<file path="config.mk">
export PLATFORM = sky130hd
export DESIGN_NAME = nr_divider
export DESIGN_NICKNAME = d
export VERILOG_FILES = /design/src/rtl/nrdiv_pkg.sv /design/src/rtl/nrdiv_step.sv /design/src/rtl/nrdiv_ctrl.sv /design/src/rtl/nrdiv_datapath.sv /design/src/rtl/nr_divider.sv
export SDC_FILE = /design/constraint.sdc
export NUM_CORES = 1
export LEC_CHECK = 0
export ABC_AREA = 1
export BUFFER_PORTS_ARGS = -buffer_cell sky130_fd_sc_hd__buf_2
export CAP_MARGIN = 20
export CORE_AREA = 2 2 102 104
export DETAILED_ROUTE_END_ITERATION = 16
export DIE_AREA = 0 0 104 106
export PLACE_DENSITY = 0.83
export SYNTH_ARGS = -nofsm -noshare
export SYNTH_HDL_FRONTEND = slang
export SYNTH_SLANG_ARGS = --single-unit
export TNS_END_PERCENT = 20
</file>
<file path="constraint.sdc">
create_clock -name clk_i -period 2.8 [get_ports clk_i]
set_input_delay 0.28 -clock clk_i [delete_from_list [all_inputs] [get_ports clk_i]]
set_output_delay 0.28 -clock clk_i [all_outputs]
set_load 0.02 [all_outputs]
</file>
<file path="src/rtl/nrdiv_pkg.sv">
package nrdiv_pkg;
  typedef enum logic [1:0] {
    ST_IDLE,
    ST_RUN,
    ST_FIX
  } div_state_e;

  typedef struct packed {
    logic load;       // normal operand capture
    logic load_zero;  // zero-divisor shortcut
    logic step;       // one shift/add-sub iteration
    logic fix;        // final remainder correction
  } dp_ctrl_t;
endpackage

</file>
<file path="src/rtl/nrdiv_step.sv">
module nrdiv_step #(
  parameter int unsigned WIDTH = 16
) (
  input  logic [WIDTH:0] a_i,
  input  logic           q_msb_i,
  input  logic [WIDTH:0] m_i,
  output logic [WIDTH:0] a_o,
  output logic           q_bit_o
);
  logic [WIDTH:0] a_sh;

  always_comb begin
    a_sh = {a_i[WIDTH-1:0], q_msb_i};
    // sign of A before the shift picks the operation
    if (a_i[WIDTH]) a_o = a_sh + m_i;
    else            a_o = a_sh - m_i;
    q_bit_o = ~a_o[WIDTH];
  end
endmodule

</file>
<file path="src/rtl/nrdiv_ctrl.sv">
module nrdiv_ctrl
  import nrdiv_pkg::*;
#(
  parameter int unsigned WIDTH = 16
) (
  input  logic     clk_i,
  input  logic     rst_ni,
  input  logic     start_i,
  input  logic     divisor_zero_i,
  output dp_ctrl_t ctrl_o,
  output logic     busy_o,
  output logic     done_o,
  output logic     div_zero_o
);
  localparam int unsigned CNT_W = $clog2(WIDTH + 1);
  localparam logic [CNT_W-1:0] LAST_ITER = CNT_W'(WIDTH - 1);

  div_state_e       state_q, state_d;
  logic [CNT_W-1:0] cnt_q, cnt_d;
  logic             done_q, dz_q, dz_d;
  logic             accept;

  assign accept = start_i && (state_q == ST_IDLE);

  always_comb begin
    ctrl_o.load      = accept && !divisor_zero_i;
    ctrl_o.load_zero = accept && divisor_zero_i;
    ctrl_o.step      = (state_q == ST_RUN);
    ctrl_o.fix       = (state_q == ST_FIX);
  end

  always_comb begin
    state_d = state_q;
    cnt_d   = cnt_q;
    dz_d    = dz_q;
    if (accept) dz_d = divisor_zero_i;
    unique case (state_q)
      ST_IDLE: begin
        if (ctrl_o.load) begin
          state_d = ST_RUN;
          cnt_d   = '0;
        end
      end
      ST_RUN: begin
        cnt_d = cnt_q + 1'b1;
        if (cnt_q == LAST_ITER) state_d = ST_FIX;
      end
      ST_FIX:  state_d = ST_IDLE;
      default: state_d = ST_IDLE;
    endcase
  end

  always_ff @(posedge clk_i or negedge rst_ni) begin
    if (!rst_ni) begin
      state_q <= ST_IDLE;
      cnt_q   <= '0;
      done_q  <= 1'b0;
      dz_q    <= 1'b0;
    end else begin
      state_q <= state_d;
      cnt_q   <= cnt_d;
      done_q  <= ctrl_o.load_zero || ctrl_o.fix;
      dz_q    <= dz_d;
    end
  end

  assign busy_o     = (state_q != ST_IDLE);
  assign done_o     = done_q;
  assign div_zero_o = dz_q;
endmodule

</file>
<file path="src/rtl/nrdiv_datapath.sv">
module nrdiv_datapath
  import nrdiv_pkg::*;
#(
  parameter int unsigned WIDTH = 16
) (
  input  logic             clk_i,
  input  logic             rst_ni,
  input  dp_ctrl_t         ctrl_i,
  input  logic [WIDTH-1:0] dividend_i,
  input  logic [WIDTH-1:0] divisor_i,
  output logic             divisor_zero_o,
  output logic [WIDTH-1:0] quotient_o,
  output logic [WIDTH-1:0] remainder_o
);
  localparam int unsigned AW = WIDTH + 1;

  logic [AW-1:0]    a_q, m_q, a_step;
  logic [WIDTH-1:0] q_q;
  logic             q_bit;

  assign divisor_zero_o = (divisor_i == '0);

  nrdiv_step #(.WIDTH(WIDTH)) u_step (
    .a_i     (a_q),
    .q_msb_i (q_q[WIDTH-1]),
    .m_i     (m_q),
    .a_o     (a_step),
    .q_bit_o (q_bit)
  );

  always_ff @(posedge clk_i or negedge rst_ni) begin
    if (!rst_ni) begin
      a_q <= '0;
      q_q <= '0;
      m_q <= '0;
    end else if (ctrl_i.load) begin
      a_q <= '0;
      q_q <= dividend_i;
      m_q <= {1'b0, divisor_i};
    end else if (ctrl_i.load_zero) begin
      a_q <= {1'b0, dividend_i};
      q_q <= '1;
      m_q <= '0;
    end else if (ctrl_i.step) begin
      a_q <= a_step;
      q_q <= {q_q[WIDTH-2:0], q_bit};
    end else if (ctrl_i.fix && a_q[AW-1]) begin
      a_q <= a_q + m_q;
    end
  end

  assign quotient_o  = q_q;
  assign remainder_o = a_q[WIDTH-1:0];
endmodule

</file>
<file path="src/rtl/nr_divider.sv">
module nr_divider
  import nrdiv_pkg::*;
#(
  parameter int unsigned WIDTH = 16
) (
  input  logic             clk_i,
  input  logic             rst_ni,
  input  logic             start_i,
  input  logic [WIDTH-1:0] dividend_i,
  input  logic [WIDTH-1:0] divisor_i,
  output logic             busy_o,
  output logic             done_o,
  output logic             div_zero_o,
  output logic [WIDTH-1:0] quotient_o,
  output logic [WIDTH-1:0] remainder_o
);
  dp_ctrl_t ctrl;
  logic     divisor_zero;

  nrdiv_ctrl #(.WIDTH(WIDTH)) u_ctrl (
    .clk_i          (clk_i),
    .rst_ni         (rst_ni),
    .start_i        (start_i),
    .divisor_zero_i (divisor_zero),
    .ctrl_o         (ctrl),
    .busy_o         (busy_o),
    .done_o         (done_o),
    .div_zero_o     (div_zero_o)
  );

  nrdiv_datapath #(.WIDTH(WIDTH)) u_dp (
    .clk_i          (clk_i),
    .rst_ni         (rst_ni),
    .ctrl_i         (ctrl),
    .dividend_i     (dividend_i),
    .divisor_i      (divisor_i),
    .divisor_zero_o (divisor_zero),
    .quotient_o     (quotient_o),
    .remainder_o    (remainder_o)
  );
endmodule

</file>
=== Yosys cells after proc, flatten, opt, wreduce, memory -nomap -nowiden ===
Cells that the tools add are included.

* Input bits: 35
* Output and inout port bits: 35
* Bits in registers: 59
* Word-level logic and storage cells: 47

* Mux-type cells: 15
* Reductions and logical operators: 15
* Equal/unequal tests: 5
* $add $sub $neg: 4
* Bitwise operators: 1

{| class="wikitable"
|+ Operator list
! kind !! count
|-
| 17-bit 2-to-1 mux || 7
|-
| 16-bit 2-to-1 mux || 3
|-
| 17-bit adder || 2
|-
| 17-bit subtractor || 1
|-
| 16-bit zero test || 1
|-
| 5-bit case mux with 2 select lines || 1
|-
| 2-bit nonzero test || 3
|-
| 5-bit by 1-bit adder with 5-bit output, second input constant || 1
|-
| 5-bit by 4-bit == test with 1-bit output, second input constant || 1
|-
| 5-bit 2-to-1 mux || 1
|-
| 1-bit logical AND || 4
|-
| 2-bit 2-to-1 mux || 2
|-
| 2-bit case mux with 2 select lines || 1
|-
| 2-bit AND reduction || 2
|-
| 4-bit nonzero test || 1
|-
| 3-bit nonzero test || 1
|-
| 2-bit by 1-bit == test with 1-bit output, second input constant || 1
|-
| 2-bit == test, second input constant || 1
|-
| 2-bit zero test || 1
|-
| 2-bit by 1-bit inequality test with 1-bit output, second input constant || 1
|-
| 2-bit inequality test, second input constant || 1
|-
| 1-bit zero test || 1
|-
| 1-bit logical OR || 1
|-
| 1-bit inverter || 1
|}

=== Logic depth before layout (Yosys ltp) ===
* Depth in word-level cells: 6
* Depth in mapped cells: 21
* Gate-level depth less buffers: 21

=== Modules after synthesis ===
A second synthesis with hierarchy kept.

* Cell total of the unflattened synthesis: 826
* Area, all modules: 5352.6 um^2

{| class="wikitable"
|+ Modules (own cells, without submodules)
! module !! times used !! cells an instance !! area an instance (um^2)
|-
| nrdiv_datapath || 1 || 520 || 3522.1
|-
| nrdiv_step || 1 || 254 || 1381.3
|-
| nrdiv_ctrl || 1 || 52 || 449.2
|}

=== Worst setup path before layout ===
Ideal clock, no wire load.

* Path type: register -> register
* From: register u_dp.m_q[1]
* To: register u_dp.a_q[15]
* Required time: 2.684 ns
* Path slack: 0.144 ns
* Clock period less this slack: 2.656 ns
* Stages on the path, launching flop included: 22
* Setup time: 0.116 ns
* Arrival time: 2.540 ns
* Buffers on the path: 0
* Path through: dfrtp_1 > inv_1 > ha_1 > nand3_1 > nor4_1 > nand2_1 > nand2_1 > o21ai_0 > xor2_1 > ha_1 > nand2_1 > inv_1 > nand2_1 > nand2_1 > a21oi_1 > nand2_1 > nand2_1 > nand3_1 > nand2_1 > nand2_1 > nand2_1 > nand2_1

* Longest elaborated chain between the ends: 5
* Elaborated cells between the ends (all ways): 8
* Classes of those cells: 3 x add/sub; 5 x mux

{| class="wikitable"
|+ Ends and longest elaborated chain
! item !! line !! source
|-
| from (decl) || nrdiv_datapath.sv:17 || <nowiki>logic [AW-1:0] a_q, m_q, a_step;</nowiki>
|-
| from (signal assigned) || nrdiv_datapath.sv:39 || <nowiki>m_q <= {1'b0, divisor_i};</nowiki>
|-
| 17-bit adder (tied with other cells) || nrdiv_datapath.sv:48 || <nowiki>a_q <= a_q + m_q;</nowiki>
|-
| 17-bit 2-to-1 mux, on equally long branches || nrdiv_datapath.sv:47, nrdiv_step.sv:15 ||
|-
| 17-bit 2-to-1 mux (*) || nrdiv_datapath.sv:44 || <nowiki>end else if (ctrl_i.step) begin</nowiki>
|-
| 17-bit 2-to-1 mux (*) || nrdiv_datapath.sv:40 || <nowiki>end else if (ctrl_i.load_zero) begin</nowiki>
|-
| 17-bit 2-to-1 mux (*) || nrdiv_datapath.sv:36 || <nowiki>end else if (ctrl_i.load) begin</nowiki>
|-
| to (signal assigned) || nrdiv_datapath.sv:41 || <nowiki>a_q <= {1'b0, dividend_i};</nowiki>
|-
| to (signal assigned) || nrdiv_datapath.sv:45 || <nowiki>a_q <= a_step;</nowiki>
|-
| to (signal assigned) || nrdiv_datapath.sv:48 ||
|-
| to (decl) || nrdiv_datapath.sv:17 ||
|}

Mark *: on every way between the ends. The rest lies on a longest branch, timed or not. The select of a mux whose other input is x is not followed.
A chain may end at the register's enable or synchronous reset.

=== Worst setup path in the final report ===
* From: register u_dp.m_q[1]
* To: register u_dp.a_q[12]

Same word-level chain as after synthesis.

==> results.json <==
{
  "clock_tree_from_tritoncts": "done",
  "worst-endpoint-arrival_ps": 3150,
  "maxCapViolCount": 0,
  "floorplan.core_area_um2": 10000,
  "reg2reg_to": "u_dp.a_q[12]$_DFFE_PN0P_",
  "portBuffers": 69,
  "reg2reg_setup_slack_ps": -80,
  "final.hold.worst_slack_ps": 79.3,
  "placement.cell_area_um2": 5790,
  "worst_slew_pin_slew_ps": 767,
  "cts.root.buffer_cell": "sky130_fd_sc_hd__clkbuf_8",
  "slowest_delay_ps": 380,
  "dieArea_um2": 11000,
  "largest_driver_fanout_on_the_critical_path": 4,
  "detail_route.first_pass.iterations": 5,
  "viasPerCell": 5.31,
  "criticalPathCategory": "reg2reg",
  "final_core_util_pct": 60.3,
  "pin_count_of_the_biggest_net_entering_global_routing": 59,
  "clock_sink_count": 58,
  "achievable-frequency_mhz": 347,
  "postLayoutSetupSlackWorst_ps": -84.9,
  "result_of_the_run": "complete, but fails checks",
  "post_synth_most_frequent_cells": "sky130_fd_sc_hd__nand2_1 (276), sky130_fd_sc_hd__inv_1 (139), sky130_fd_sc_hd__nand3_1 (64), sky130_fd_sc_hd__dfrtp_1 (58), sky130_fd_sc_hd__nor2_1 (48)",
  "io-pin-count": 70,
  "routed_wl_um": 15400,
  "timing.final.crit_period_ps": 2880,
  "post_cts_hold_buffer_count": 0,
  "initial_antenna_violation_count": 0,
  "cts-htree-levels": 3,
  "violations": "negative setup slack",
  "critical_path.startpoint_type": "flip-flop",
  "period_share_pct": 103,
  "core.rowCount": 37,
  "place_congestion": 1.01,
  "die_w_um": 104,
  "final_antenna_net_count": 0,
  "timing.hold.worst.class": "in2async",
  "grt_remaining_overflow": 0,
  "synth_area_leader_cell": "sky130_fd_sc_hd__dfrtp_1",
  "finish.instance_area_um2": 6030,
  "post_synthesis_average_cell_area_um2": 6.37,
  "path_cells": "inv_1, buf_4, nand3_4, or2_1, or2_1, nor3_2, nor2_1, xor2_1, ha_1, nand2_1, nor2_1, buf_4, nand3_1, nand3_1, nand2_1, nand3_1, nand3_1, a21oi_1",
  "clk_latency_ps": 350,
  "final_nets": 973,
  "clock_tree.buffer_depth": 2,
  "syn-num-nets": 895,
  "synth_enable_flop_cells": 0,
  "asyncSetResetFlopFracSynth_pct": 100,
  "post-synth-top-count-cell": "sky130_fd_sc_hd__nand2_1",
  "timing.critical_path.to_type": "flip-flop",
  "critical_path_required_ps": 3070,
  "drive_gt1_share_pct": 16.8,
  "setup_tns_ps": -260,
  "routed-via-count": 5528,
  "clock_skew_ps": 12.7,
  "clock_transition_at_path_regs_ps": 80,
  "wl_per_cell_um": 14.8,
  "postSynthCellCount": 823,
  "synth_seq_cells": 58,
  "netlist.area_leader.share_pct": 27.7,
  "yosys_warnings": 0,
  "rsz0062_at_grt": "true",
  "hpwl_um": 12000,
  "worstPathBufferInverterCount": 3,
  "final_count_of_pins_violating_max_slew": 0,
  "flow.area_growth_from_synthesis_pct": 15.0,
  "synth_sequential_area_ratio_pct": 27.7,
  "post_synth_instance_area_um2": 5240,
  "yosys_most_used_dff": "sky130_fd_sc_hd__dfrtp_1",
  "antenna-diode-count": 0,
  "number_of_hold_violations_in_the_final_report": 0,
  "start_util_pct": 52.4,
  "number_of_drc_markers_in_iteration_0": 425,
  "grtUsageTotal_pct": 28.9,
  "route.detailed.drc": 0,
  "cts_made_buffers": 9,
  "synth_top_cells_by_area": "sky130_fd_sc_hd__dfrtp_1 (28%), sky130_fd_sc_hd__nand2_1 (20%), sky130_fd_sc_hd__inv_1 (10%), sky130_fd_sc_hd__ha_1 (8.4%), sky130_fd_sc_hd__nand3_1 (6.1%)",
  "die_height_um": 106,
  "first_global_vias": 5247,
  "worstReg2RegStart": "u_dp.m_q[1]$_DFFE_PN0P_",
  "setup-violations-final": 6,
  "global_route_wire_length_before_repair_um": 25200,
  "timing.slew.headroom_pct": 48.9,
  "number_of_different_library_cells_in_the_post_synthesis_netlist": 39,
  "timing.reg2reg.worst_path_depth": 18,
  "cp_common_cell": "sky130_fd_sc_hd__nand3_1",
  "critPathSlowestCell": "sky130_fd_sc_hd__dfrtp_1",
  "timing.critical_path.max_delay_family": "simple AND/OR/NAND/NOR gates"
}
-- layout by cell type, fill, tap and decap left out, types with 3 or more instances in the layout --
master                       n
sky130_fd_sc_hd__nand3_1    64
sky130_fd_sc_hd__inv_2       6
sky130_fd_sc_hd__buf_4      32
sky130_fd_sc_hd__clkbuf_8   10
sky130_fd_sc_hd__buf_2      69
sky130_fd_sc_hd__nand2_1   269
sky130_fd_sc_hd__a21oi_1    31
sky130_fd_sc_hd__clkinv_2    3
sky130_fd_sc_hd__xnor2_1     3
sky130_fd_sc_hd__o21ai_0    34
sky130_fd_sc_hd__nor2_1     48
sky130_fd_sc_hd__nor3_1      4
sky130_fd_sc_hd__xor2_1     16
sky130_fd_sc_hd__ha_1       34
sky130_fd_sc_hd__inv_1     137
sky130_fd_sc_hd__o22ai_1    31
sky130_fd_sc_hd__a21oi_2     4
sky130_fd_sc_hd__o21ai_1     3
sky130_fd_sc_hd__dfrtp_1    58
sky130_fd_sc_hd__nand4_1     8
sky130_fd_sc_hd__nand2_2     9
-- per-stage QoR --
step / setup slack (ps) / cells
6_report: -84.9 / 1042
2_1_floorplan: 144 / 823
4_1_cts: -35.8 / 1042
3_5_place_dp: -49.5 / 1026
5_1_grt: -309 / 1042
3_3_place_gp: 31.1 / 1026
-- timing repair --
item,4_1_cts,5_1_grt
pin swaps,2,7
setup buffers,0,0
setup endpoints to repair,6,11
resized for setup,7,13
-- how the worst max path moves through the flow --
| stage | cells past startpoint | slack [ps] | endpoint | startpoint |
|---|---|---|---|---|
| after floorplan | 21 | 140 | u_dp.a_q[15]$_DFFE_PN0P_ | u_dp.m_q[1]$_DFFE_PN0P_ |
| after global placement | 20 | 30 | u_dp.quotient_o[0]$_DFFE_PN0P_ | u_dp.m_q[0]$_DFFE_PN0P_ |
| after detailed placement | 22 | -50 | u_dp.a_q[14]$_DFFE_PN0P_ | u_dp.m_q[0]$_DFFE_PN0P_ |
| after CTS | 20 | -40 | u_dp.quotient_o[0]$_DFFE_PN0P_ | u_dp.m_q[0]$_DFFE_PN0P_ |
| after global routing | 20 | -310 | u_dp.quotient_o[0]$_DFFE_PN0P_ | u_dp.m_q[1]$_DFFE_PN0P_ |
| final | 18 | -80 | u_dp.a_q[12]$_DFFE_PN0P_ | u_dp.m_q[1]$_DFFE_PN0P_ |
-- cells by family after synthesis --
| logic type | after synthesis | share of synthesized area, % |
|---|---|---|
| flops | 58 | 27.7 |
| compound gates | 110 | 11.8 |
| simple gates | 419 | 33.7 |
| fa+ha+maj | 37 | 9.12 |
| buf+inv | 180 | 14.5 |
| xor+xnor | 19 | 3.17 |
-- layer usage --
metal  GRT usage, %  vias up  share of wire, %
li1               -     2756                 -
met1           37.6     2485                43
met2           46.3      239                44
met3           5.70       48               8.5
met4           13.9        0               4.6
met5              0        -                 0
-- area by class of cell --
cell class                      count  area (um^2)
Fill cell                         984         3970
Multi-Input combinational cell    585         3090
Sequential cell                    58         1450
Timing Repair Buffer              102          597
Inverter                          145          549
Tap cell                          136          170
Clock buffer                       11          141
Clock inverter                      5         30.0
-- registers in the layout, summed over array words and instances, names as in the netlist --
name / flops
u_dp.a_q: 17
u_ctrl.state_q: 2
u_ctrl.done_o: 1
u_ctrl.cnt_q: 5
u_ctrl.div_zero_o: 1
u_dp.m_q: 16
u_dp.quotient_o: 16
Power is left out: the tool's default activity adds up to more than one toggle a clock period on the data nets, which glitch-free logic cannot reach.
